## src/rtl/gss_pkg.sv

```systemverilog
`timescale 1ns/1ps
package gss_pkg;
    typedef enum logic [2:0] {
        ST_IDLE       = 3'd0,
        ST_WAIT_FRAME = 3'd1,
        ST_HALT       = 3'd2,
        ST_SAVE       = 3'd3,
        ST_CLEAR      = 3'd4,
        ST_LOAD       = 3'd5,
        ST_FINISH     = 3'd6
    } gss_state_e;
endpackage

```

## src/rtl/gss_offset_ctr.sv

```systemverilog
`timescale 1ns/1ps
module gss_offset_ctr #(
    parameter int TOTAL = 20,
    parameter int OFF_W = $clog2(TOTAL)
) (
    input  logic             clk,
    input  logic             rst_n,
    input  logic             step,
    output logic [OFF_W-1:0] off,
    output logic             last
);
    localparam logic [OFF_W-1:0] LAST_OFF = OFF_W'(TOTAL - 1);

    assign last = (off == LAST_OFF);

    // Wraps to zero after the final word so every phase starts at offset 0.
    always_ff @(posedge clk) begin
        if (!rst_n) begin
            off <= '0;
        end else if (step) begin
            off <= last ? '0 : off + 1'b1;
        end
    end

    a_r8_offset_in_range: assert property (@(posedge clk) disable iff (!rst_n)
        off <= LAST_OFF);
endmodule

```

## src/rtl/gss_slot_map.sv

```systemverilog
`timescale 1ns/1ps
module gss_slot_map #(
    parameter int SLOT_W     = 2,
    parameter int STRIDE_LOG = 5,
    parameter int PORTS      = 2,
    localparam int ST_AW     = SLOT_W + STRIDE_LOG
) (
    input  logic [PORTS-1:0][SLOT_W-1:0] slot,
    output logic [PORTS-1:0][ST_AW-1:0]  base
);
    // Power-of-two stride: the base is the slot index shifted up, no adder needed.
    for (genvar g = 0; g < PORTS; g++) begin : g_port
        assign base[g] = {slot[g], {STRIDE_LOG{1'b0}}};
    end
endmodule

```

## src/rtl/gss_fsm.sv

```systemverilog
`timescale 1ns/1ps
module gss_fsm
    import gss_pkg::*;
#(
    parameter int SLOT_W = 2
) (
    input  logic              clk,
    input  logic              rst_n,
    input  logic              sw_req,
    input  logic [SLOT_W-1:0] sw_slot,
    input  logic              frame_done,
    input  logic              halt_ack,
    input  logic              step,
    input  logic              last,
    output gss_state_e        state,
    output logic [SLOT_W-1:0] cur_slot,
    output logic [SLOT_W-1:0] new_slot,
    output logic              busy,
    output logic              halt_req,
    output logic              done
);
    gss_state_e nxt;
    logic       phase_end;

    assign phase_end = step && last;

    always_comb begin
        nxt = state;
        unique case (state)
            ST_IDLE:       if (sw_req)     nxt = ST_WAIT_FRAME;
            ST_WAIT_FRAME: if (frame_done) nxt = ST_HALT;
            ST_HALT:       if (halt_ack)   nxt = ST_SAVE;
            ST_SAVE:       if (phase_end)  nxt = ST_CLEAR;
            ST_CLEAR:      if (phase_end)  nxt = ST_LOAD;
            ST_LOAD:       if (phase_end)  nxt = ST_FINISH;
            ST_FINISH:                     nxt = ST_IDLE;
            default:                       nxt = ST_IDLE;
        endcase
    end

    always_ff @(posedge clk) begin
        if (!rst_n) begin
            state    <= ST_IDLE;
            cur_slot <= '0;
            new_slot <= '0;
        end else begin
            state <= nxt;
            if (state == ST_IDLE && sw_req) begin
                new_slot <= sw_slot;
            end
            if (state == ST_LOAD && phase_end) begin
                cur_slot <= new_slot;
            end
        end
    end

    always_comb begin
        busy     = 1'b1;
        halt_req = 1'b0;
        done     = 1'b0;
        unique case (state)
            ST_IDLE:       busy = 1'b0;
            ST_WAIT_FRAME: ;
            ST_HALT,
            ST_SAVE,
            ST_CLEAR,
            ST_LOAD:       halt_req = 1'b1;
            ST_FINISH:     done = 1'b1;
            default:       busy = 1'b0;
        endcase
    end

    a_r2_halt_follows_frame: assert property (@(posedge clk) disable iff (!rst_n)
        $rose(halt_req) |-> $past(frame_done));
    a_r1_busy_until_done: assert property (@(posedge clk) disable iff (!rst_n)
        (busy && !done) |=> busy);
    a_r9_done_single: assert property (@(posedge clk) disable iff (!rst_n)
        done |=> (!done && !busy));
    a_r10_target_locked: assert property (@(posedge clk) disable iff (!rst_n)
        (busy && !done) |=> $stable(new_slot));
endmodule

```

## src/rtl/gss_xfer_path.sv

```systemverilog
`timescale 1ns/1ps
module gss_xfer_path
    import gss_pkg::*;
#(
    parameter int DW      = 8,
    parameter int MEM_AW  = 16,
    parameter int SNAP_AW = 3,
    parameter int OFF_W   = 17,
    parameter int ST_AW   = 19
) (
    input  logic               clk,
    input  logic               rst_n,
    input  gss_state_e         state,
    input  logic [OFF_W-1:0]   off,
    input  logic [ST_AW-1:0]   base_cur,
    input  logic [ST_AW-1:0]   base_new,
    input  logic [DW-1:0]      mem_rdata,
    input  logic [DW-1:0]      snap_rdata,
    input  logic [DW-1:0]      st_rdata,
    input  logic               mem_rdy,
    input  logic               st_rdy,
    output logic [MEM_AW-1:0]  mem_addr,
    output logic               mem_we,
    output logic [DW-1:0]      mem_wdata,
    output logic [SNAP_AW-1:0] snap_idx,
    output logic               snap_we,
    output logic [DW-1:0]      snap_wdata,
    output logic [ST_AW-1:0]   st_addr,
    output logic               st_we,
    output logic [DW-1:0]      st_wdata,
    output logic               step
);
    localparam int               MW     = 1 << MEM_AW;
    localparam logic [OFF_W-1:0] IMG_END = OFF_W'(MW);

    logic             in_img;
    logic [OFF_W-1:0] snap_off;

    assign in_img   = (off < IMG_END);
    assign snap_off = off - IMG_END;
    assign mem_addr = MEM_AW'(off);
    assign snap_idx = snap_off[SNAP_AW-1:0];

    always_comb begin
        mem_we     = 1'b0;
        mem_wdata  = '0;
        snap_we    = 1'b0;
        snap_wdata = '0;
        st_we      = 1'b0;
        st_wdata   = '0;
        st_addr    = '0;
        step       = 1'b0;
        unique case (state)
            ST_SAVE: begin
                st_we    = 1'b1;
                st_addr  = base_cur + ST_AW'(off);
                st_wdata = in_img ? mem_rdata : snap_rdata;
                step     = st_rdy;
            end
            ST_CLEAR: begin
                if (in_img) begin
                    mem_we = 1'b1;
                    step   = mem_rdy;
                end else begin
                    snap_we = 1'b1;
                    step    = 1'b1;
                end
            end
            ST_LOAD: begin
                st_addr = base_new + ST_AW'(off);
                if (in_img) begin
                    mem_we    = 1'b1;
                    mem_wdata = st_rdata;
                    step      = mem_rdy;
                end else begin
                    snap_we    = 1'b1;
                    snap_wdata = st_rdata;
                    step       = 1'b1;
                end
            end
            default: ;
        endcase
    end

    a_r8_mem_hold: assert property (@(posedge clk) disable iff (!rst_n)
        (mem_we && !mem_rdy) |=> (mem_we && $stable(mem_addr)));
    a_r8_st_hold: assert property (@(posedge clk) disable iff (!rst_n)
        (st_we && !st_rdy) |=> (st_we && $stable(st_addr)));
endmodule

```

## src/rtl/game_swap_seq.sv

```systemverilog
`timescale 1ns/1ps
module game_swap_seq
    import gss_pkg::*;
#(
    parameter int  DW         = 8,
    parameter int  MEM_AW     = 16,
    parameter int  SNAP_WORDS = 8,
    parameter int  SLOTS      = 4,
    localparam int MW         = 1 << MEM_AW,
    localparam int TOTAL      = MW + SNAP_WORDS,
    localparam int OFF_W      = $clog2(TOTAL),
    localparam int SLOT_W     = $clog2(SLOTS),
    localparam int SNAP_AW    = $clog2(SNAP_WORDS),
    localparam int ST_AW      = SLOT_W + OFF_W
) (
    input  logic               clk,
    input  logic               rst_n,
    input  logic               sw_req,
    input  logic [SLOT_W-1:0]  sw_slot,
    input  logic               frame_done,
    output logic               cpu_halt_req,
    input  logic               cpu_halt_ack,
    output logic [SNAP_AW-1:0] snap_idx,
    input  logic [DW-1:0]      snap_rdata,
    output logic               snap_we,
    output logic [DW-1:0]      snap_wdata,
    output logic [MEM_AW-1:0]  mem_addr,
    output logic               mem_we,
    output logic [DW-1:0]      mem_wdata,
    input  logic [DW-1:0]      mem_rdata,
    input  logic               mem_rdy,
    output logic [ST_AW-1:0]   st_addr,
    output logic               st_we,
    output logic [DW-1:0]      st_wdata,
    input  logic [DW-1:0]      st_rdata,
    input  logic               st_rdy,
    output logic               busy,
    output logic               done
);
    gss_state_e                    state;
    logic [OFF_W-1:0]              off;
    logic                          last;
    logic                          step;
    logic [SLOT_W-1:0]             cur_slot;
    logic [SLOT_W-1:0]             new_slot;
    logic [1:0][SLOT_W-1:0]        slot_pair;
    logic [1:0][ST_AW-1:0]         base_pair;

    assign slot_pair[0] = cur_slot;
    assign slot_pair[1] = new_slot;

    gss_fsm #(.SLOT_W(SLOT_W)) fsm_i (
        .clk        (clk),
        .rst_n      (rst_n),
        .sw_req     (sw_req),
        .sw_slot    (sw_slot),
        .frame_done (frame_done),
        .halt_ack   (cpu_halt_ack),
        .step       (step),
        .last       (last),
        .state      (state),
        .cur_slot   (cur_slot),
        .new_slot   (new_slot),
        .busy       (busy),
        .halt_req   (cpu_halt_req),
        .done       (done)
    );

    gss_offset_ctr #(.TOTAL(TOTAL), .OFF_W(OFF_W)) ctr_i (
        .clk   (clk),
        .rst_n (rst_n),
        .step  (step),
        .off   (off),
        .last  (last)
    );

    gss_slot_map #(.SLOT_W(SLOT_W), .STRIDE_LOG(OFF_W), .PORTS(2)) map_i (
        .slot (slot_pair),
        .base (base_pair)
    );

    gss_xfer_path #(
        .DW(DW), .MEM_AW(MEM_AW), .SNAP_AW(SNAP_AW), .OFF_W(OFF_W), .ST_AW(ST_AW)
    ) path_i (
        .clk        (clk),
        .rst_n      (rst_n),
        .state      (state),
        .off        (off),
        .base_cur   (base_pair[0]),
        .base_new   (base_pair[1]),
        .mem_rdata  (mem_rdata),
        .snap_rdata (snap_rdata),
        .st_rdata   (st_rdata),
        .mem_rdy    (mem_rdy),
        .st_rdy     (st_rdy),
        .mem_addr   (mem_addr),
        .mem_we     (mem_we),
        .mem_wdata  (mem_wdata),
        .snap_idx   (snap_idx),
        .snap_we    (snap_we),
        .snap_wdata (snap_wdata),
        .st_addr    (st_addr),
        .st_we      (st_we),
        .st_wdata   (st_wdata),
        .step       (step)
    );

    a_r3_ack_before_copy: assert property (@(posedge clk) disable iff (!rst_n)
        $rose(st_we) |-> $past(cpu_halt_ack));
    a_r3_halted_during_writes: assert property (@(posedge clk) disable iff (!rst_n)
        (mem_we || st_we || snap_we) |-> cpu_halt_req);
    a_r9_release_on_done: assert property (@(posedge clk) disable iff (!rst_n)
        done |-> (!cpu_halt_req && $past(cpu_halt_req)));
endmodule

```

## config.mk

```make
export PLATFORM = sky130hd
export DESIGN_NAME = game_swap_seq
export DESIGN_NICKNAME = d
export VERILOG_FILES = /design/src/rtl/gss_pkg.sv /design/src/rtl/gss_offset_ctr.sv /design/src/rtl/gss_slot_map.sv /design/src/rtl/gss_fsm.sv /design/src/rtl/gss_xfer_path.sv /design/src/rtl/game_swap_seq.sv
export SDC_FILE = /design/constraint.sdc
export NUM_CORES = 1
export LEC_CHECK = 0
export BUFFER_PORTS_ARGS = -buffer_cell sky130_fd_sc_hd__buf_2
export CAP_MARGIN = 20
export CELL_PAD_IN_SITES_DETAIL_PLACEMENT = 1
export CELL_PAD_IN_SITES_GLOBAL_PLACEMENT = 1
export CORE_ASPECT_RATIO = 0.5
export CORE_MARGIN = 10
export CORE_UTILIZATION = 27
export DETAILED_ROUTE_END_ITERATION = 12
export GPL_ROUTABILITY_DRIVEN = 0
export HOLD_SLACK_MARGIN = 0.05
export PLACE_DENSITY = 0.83
export SKIP_LAST_GASP = 1
export SLEW_MARGIN = 20
export SYNTH_ARGS = -nofsm -noshare
export SYNTH_HDL_FRONTEND = slang
export SYNTH_SLANG_ARGS = --single-unit
```

## constraint.sdc

```tcl
create_clock -name clk -period 1.98 [get_ports clk]
set_clock_uncertainty 0.15 [all_clocks]
set_input_delay 0.396 -clock clk [delete_from_list [all_inputs] [get_ports clk]]
set_output_delay 0.396 -clock clk [all_outputs]
set_load 0.1 [all_outputs]
```

==> results of run 1 <==
-- metrics by stage --
| step | instance area, µm² | util [%] | power [mW] | hold WS, ns | std cells |
|---|---|---|---|---|---|
| floorplan | 1980 | - | 0.801 | 0.285 | 226 |
| global placement | 3340 | 53.4 | 0.953 | 0.292 | 415 |
| detailed placement | 3340 | 53.4 | 0.967 | 0.317 | 415 |
| CTS | 3590 | 57.4 | 1.50 | 0.273 | 423 |
| global route | 3780 | 60.4 | 1.59 | 0.308 | 426 |
| finish | 3780 | 60.4 | 1.54 | 0.299 | 426 |
-- power by group through the flow --
stage	sequential [mW]	combinational, mW	clock, mW
after global placement	0.514	0.439	0
after CTS	0.506	0.501	0.495
after detailed placement	0.515	0.452	0
after global routing	0.507	0.563	0.518
final	0.506	0.547	0.492
after floorplan	0.512	0.289	0
-- worst paths after layout --
| check | from | end | slack [ns] |
|---|---|---|---|
| max | fsm_i.state[1] | ctr_i.off[6] | -0.17 |
| max reg2reg | fsm_i.state[1] | ctr_i.off[6] | -0.17 |
| min reg2reg | fsm_i.cur_slot[1] | fsm_i.cur_slot[1] | 0.31 |
| min | sw_slot[1] | fsm_i.new_slot[1] | 0.30 |
-- flip-flops by register name, summed over array words and instances, names as in the netlist --
register and flops:
ctr_i.off 17, fsm_i.state 3, fsm_i.cur_slot 2, fsm_i.new_slot 2
-- placed cells by master (no fill, tap or decap), drive strengths merged --
cell type and count:
and3 21, xnor2 15, o31ai 1, mux2 1
or3 1, dfxtp 24, xor2 1, nor3b 2
a21oi 1, nor2 35, nor4 6, o31a 1
nand4 2, inv 1, a2bb2oi 1, nor4bb 1
o21ai 1, o21a 1, nor3 6, nand2b 3
nor4b 4, clkbuf 5, nand3 3, and2 19
o22ai 1, a22oi 2, and4 1, buf 136
nand2 20, mux2i 15, nor2b 6, ha 1
-- area by class of cell --
cell class                      instances  share of cell area (%)
Inverter                                1                  0.0993
Tap cell                               88                    2.91
Multi-Input combinational cell        172                    40.0
Clock buffer                            4                    2.35
Sequential cell                        24                    13.1
Timing Repair Buffer                  137                    41.6
-- logic make-up after synthesis --
logic type	Yosys count	synth area share, %
and+or+nand+nor	128	38.9
buffers and inverters	32	12.0
DFF	24	26.8
xor gates and xnor gates	16	7.82
muxes	16	9.21
AOI/OAI and AO/OA	9	4.54
adders and majority gates	1	0.698
-- layer usage --
layer  GRT usage [%]  wire length [µm]  vias up
li1                -                 -      980
met1            18.8              4140     1139
met2            36.8              5790      108
met3            4.05               647       31
met4            6.20               460        0
met5               0                 0        -
-- worst min-delay path, stage by stage --
cell,delay (ns)
buf_2,0.08
mux2i_1,0.08
nor2b_1,0.12
-- timing repair --
action / in CTS / in global routing
resized for setup: 35 / 30
buffers inserted: 3 / 1
cloned: 1 / 2
setup endpoints to repair: 65 / 64
pin swaps: 17 / 10
hold endpoints to repair: 0 / 0
==> flow_metrics.tcl, run 1 <==
set metrics [dict create \
    run_status "finished, violations left" \
    violations "negative setup slack" \
    hold_violations 0 \
    antenna_found_initial 0 \
    setup_ws_ns -0.169 \
    setup_tns_ns -1.46 \
    max_freq_mhz 465 \
    dieHeight_um 77.6 \
    seq_area_um2 494 \
    crit_type "flip-flop to flip-flop" \
    nNetsFinal 373 \
    synth-edff-count 0 \
    synth_cells 226 \
    crit_arrival_ns 2.14 \
    internal_power_mw 1.00 \
    p_seq_share_pct 32.7 \
    slew_headroom_pct 60.7 \
    grt_max_degree 23 \
    pin_count 101 \
    yosysMostFrequentCell "nor2_1" \
    yosys_warnings 0 \
    maxCapViolCount 0 \
    worst_ir_drop_vdd_v 0.000301 \
    cts_root_buffer "clkbuf_16" \
    cp-start-kind "flip-flop" \
    cp-end-kind "flip-flop" \
    holdPathStages 3 \
    clk_pin_slew_ns 0.06 \
    grt_pass1_vias 2433 \
    synthTopCellsByArea "dfxtp_1 27%, buf_4 8.8%, mux2i_1 8.4%" \
    syn-num-nets 260 \
    synth.distinct_cells 38 \
    initial_core_util_pct 28.7 \
    r2r_cells 8 \
    required_ns 1.97 \
    slew_viol_final 0 \
    path_buf_inv 2 \
    power_leakage_nw 1.56 \
    async_flop_share_pct 0 \
    htreeDepth 1 \
    drc 0 \
    viasPerCell 5.30 \
    min_path_type "input pin to flip-flop" \
    grt_pass1_wl_mm 15.3 \
    path_cells "nor2b_4 > nand2_4 > inv_2 > a2bb2oi_4 > buf_4 > nor4b_2 > xnor2_1 > nor2_1" \
    drive_above_1_share_pct 68.0 \
    fin_crit_ns 2.15 \
    n_antenna_cell 0 \
    overflow 0 \
    period_share_pct 109 \
    syn_to_final_growth_pct 111 \
    insertion_delay_ns 0.26 \
    yosys.area.top_type "dfxtp_1" \
    coreArea_um2 6260 \
    cp_top_family "simple AND/OR/NAND/NOR gates" \
    slowest_delay_ns 0.50 \
    p_switching_uw 541 \
    crit_fanout 17 \
    setup_viol 38 \
    rows 20 \
    combPwrFrac_pct 35.4 \
    synth_seq_area_share_pct 26.8 \
    clkPwrFrac_pct 31.9 \
    dieWidth_um 135 \
    clock-sinks 24 \
    cts_tree "built" \
    rsz0062_at_grt "true" \
    dr.pass1.iters 4 \
    clockBufferDepth 2 \
    cp_slowest_cell "nor4b_2" \
    cts-buffers-inserted 3 \
    routedWlPerCell_um 25.9 \
    holdBufCountCts 0 \
    port_buffers 100 \
    powerDensity_nw_per_um2 409 \
    pre_cts_ws_ns -0.165 \
    first_iter_violations 208 \
    synth_ff_type "dfxtp_1" \
    synth_top_cell_area_share_pct 26.8 \
    dr_total_vias 2258 \
    synth_commonest_cells "35 x nor2_1, 24 x dfxtp_1, 21 x and3_1, 21 x buf_4, 19 x and2_1" \
    wl_mm 11.0 \
    grt_use_total_pct 18.6 \
    multi_input_area_um2 1510 \
    synth_seq_cells 24 \
    detail-route-antenna-nets 0 \
    synth_area_um2 1790 \
    die-area_um2 10500 \
    worstMarginPinSlew_ns 0.585 \
    nFillCells 686 \
    avgSynthCellArea_um2 7.93 \
    cp.depth 8 \
    p_sw_share_pct 35.0 \
    hpwl_mm 6.62 \
]
No activity file was read; power rests on OpenSTA's default activity.
==> inputs of run 2 (changes only) <==
Settings changed: ABC_AREA set to 0, GPL_TIMING_DRIVEN set to 0.
==> run 2 against run 1 <==
  * The flow still finishes with violations (negative setup slack)
  * Maximum frequency decreased by 5.4%
  * Utilization increased by 5.8 points
  * Register-to-register slack got worse by 0.12 ns
  * Critical path type unchanged
  * Largest cell class unchanged
==> flow_metrics.tcl, run 2 (same netlist as run 1, synthesis figures left out) <==
set metrics [dict create \
    top_regs "ctr_i.off (17), fsm_i.state (3)" \
    r2r_cells 9 \
    p_seq_share_pct 29.0 \
    holdPathStages 3 \
    clkPwrFrac_pct 34.5 \
    p_switching_uw 611 \
    setup_ws_ns -0.291 \
    stdcell_count 455 \
    fin_crit_ns 2.27 \
    setup_viol 71 \
    period_share_pct 115 \
    nFillCells 627 \
    run_status "finished, violations left" \
    largest-register "ctr_i.off" \
    first_iter_violations 225 \
    viasPerCell 5.40 \
    cp_slowest_cell "dfxtp_2" \
    drc 0 \
    syn_to_final_growth_pct 131 \
    wl_mm 13.4 \
    htreeDepth 1 \
    hold_violations 0 \
    insertion_delay_ns 0.27 \
    final_cell_mix "51 x buf_12, 51 x buf_2, 40 x buf_4" \
    rows 20 \
    r2r-end "ctr_i.off[3]" \
    slew_headroom_pct 45.1 \
    violations "negative setup slack" \
    min_from "sw_slot[1]" \
    dp_cells 414 \
    max_freq_mhz 440 \
    detail-route-antenna-nets 0 \
    dieHeight_um 77.6 \
    required_ns 1.99 \
    dr.pass1.iters 4 \
    slowest_delay_ns 0.32 \
    holdBufCountCts 0 \
    worstMarginPinSlew_ns 0.812 \
    crit_arrival_ns 2.28 \
    antenna_found_initial 2 \
    final_core_util_pct 66.2 \
    largest_register_ff_count 17 \
    multi_input_area_um2 1570 \
    min_path_type "input pin to flip-flop" \
    fin_area_um2 4140 \
    initial_core_util_pct 28.7 \
    slew_viol_final 0 \
    setup_tns_ns -11.46 \
    finalHoldWorstSlack_ns 0.290 \
    overflow 0 \
    pin_count 101 \
    clk_pin_slew_ns 0.07 \
    grt_pass1_vias 2384 \
    dpl_cell_area_um2 2590 \
    power_leakage_nw 1.78 \
    path_cells "buf_6 > buf_12 > nor2_1 > a2bb2oi_4 > buf_4 > buf_6 > nor2_1 > xnor2_1 > nor2_1" \
    cts_root_buffer "clkbuf_16" \
    crit_fanout 10 \
    grt_max_degree 15 \
    holdPathEnd "fsm_i.new_slot[1]" \
    critPathMostFrequentCell "nor2_1" \
    routedWlPerCell_um 29.4 \
    powerDensity_nw_per_um2 425 \
    coreArea_um2 6260 \
    combPwrFrac_pct 36.5 \
    internal_power_mw 1.15 \
    drive_above_1_share_pct 71.8 \
    port_buffers 100 \
    die-area_um2 10500 \
    maxCapViolCount 0 \
    dr_total_vias 2455 \
    cts_tree "built" \
    nNetsFinal 400 \
    rsz0062_at_grt "true" \
    dieWidth_um 135 \
    reg2reg_setup_slack_ns -0.29 \
    seq_area_um2 490 \
    worst_ir_drop_vdd_v 0.000652 \
    cp-end-kind "flip-flop" \
    clock-sinks 24 \
    grt_use_total_pct 17.7 \
    p_sw_share_pct 34.7 \
    hpwl_mm 5.83 \
    clockBufferDepth 2 \
    crit_type "flip-flop to flip-flop" \
    r2r_start "ctr_i.off[16]" \
    grt_pass1_wl_mm 14.7 \
    cp-start-kind "flip-flop" \
    cts-buffers-inserted 3 \
]
==> run 2: per-stage QoR <==
step | setup WS (ns) | power [mW]
final | -0.291 | 1.76
after global routing | -0.312 | 1.80
after CTS | -0.150 | 1.59
after detailed placement | -0.472 | 0.898
after global placement | -0.404 | 0.886
after floorplan | -0.456 | 0.801
==> run 2: layer usage <==
layer / track usage (%) / up-vias / share of wire, %
met5: 0 / - / 0
met4: 5.13 / 0 / 3.1
met2: 34.0 / 132 / 51
li1: - / 1036 / -
met1: 18.9 / 1258 / 39
met3: 3.98 / 29 / 6.1
==> run 2: power by group through the flow <==
stage	Clock, mW	Sequential (mW)	Combinational [mW]
finish	0.607	0.509	0.643
global route	0.640	0.510	0.653
CTS	0.597	0.506	0.489
detailed placement	0	0.514	0.384
global placement	0	0.514	0.372
floorplan	0	0.512	0.289
==> run 2: repair_timing <==
action | 4_1_cts | 5_1_grt
setup buffers | 13 | 19
setup endpoints to repair | 69 | 69
cloned | 3 | 1
pin swaps | 21 | 13
gates resized for setup | 202 | 85
==> run 2: worst max path at each step <==
stage / from / endpoint / cells after the start
6_report: ctr_i.off[16] / ctr_i.off[3] / 9
5_1_grt: fsm_i.state[2] / mem_wdata[5] / 6
4_1_cts: fsm_i.state[2] / mem_wdata[3] / 6
3_5_place_dp: fsm_i.state[2] / mem_wdata[1] / 6
3_3_place_gp: fsm_i.state[2] / mem_wdata[1] / 6
2_1_floorplan: fsm_i.state[1] / st_wdata[0] / 3
==> run 2: cell type report <==
class	count	share of cell area (%)
Tap cell	88	2.66
Sequential cell	24	11.8
Timing Repair Buffer	134	37.9
Multi-Input combinational cell	171	37.9
Clock inverter	1	0.725
Buffer	31	6.94
Inverter	1	0.0906
Antenna cell	2	0.121
Clock buffer	3	1.81
==> run 2: worst max-delay path, delay by kind of cell (launching register included) <==
family          cells  cell delay, ns
simple gates        3            0.47
compound gates      1            0.26
flops               1            0.32
xor+xnor            1            0.23
buf+inv             4            0.73
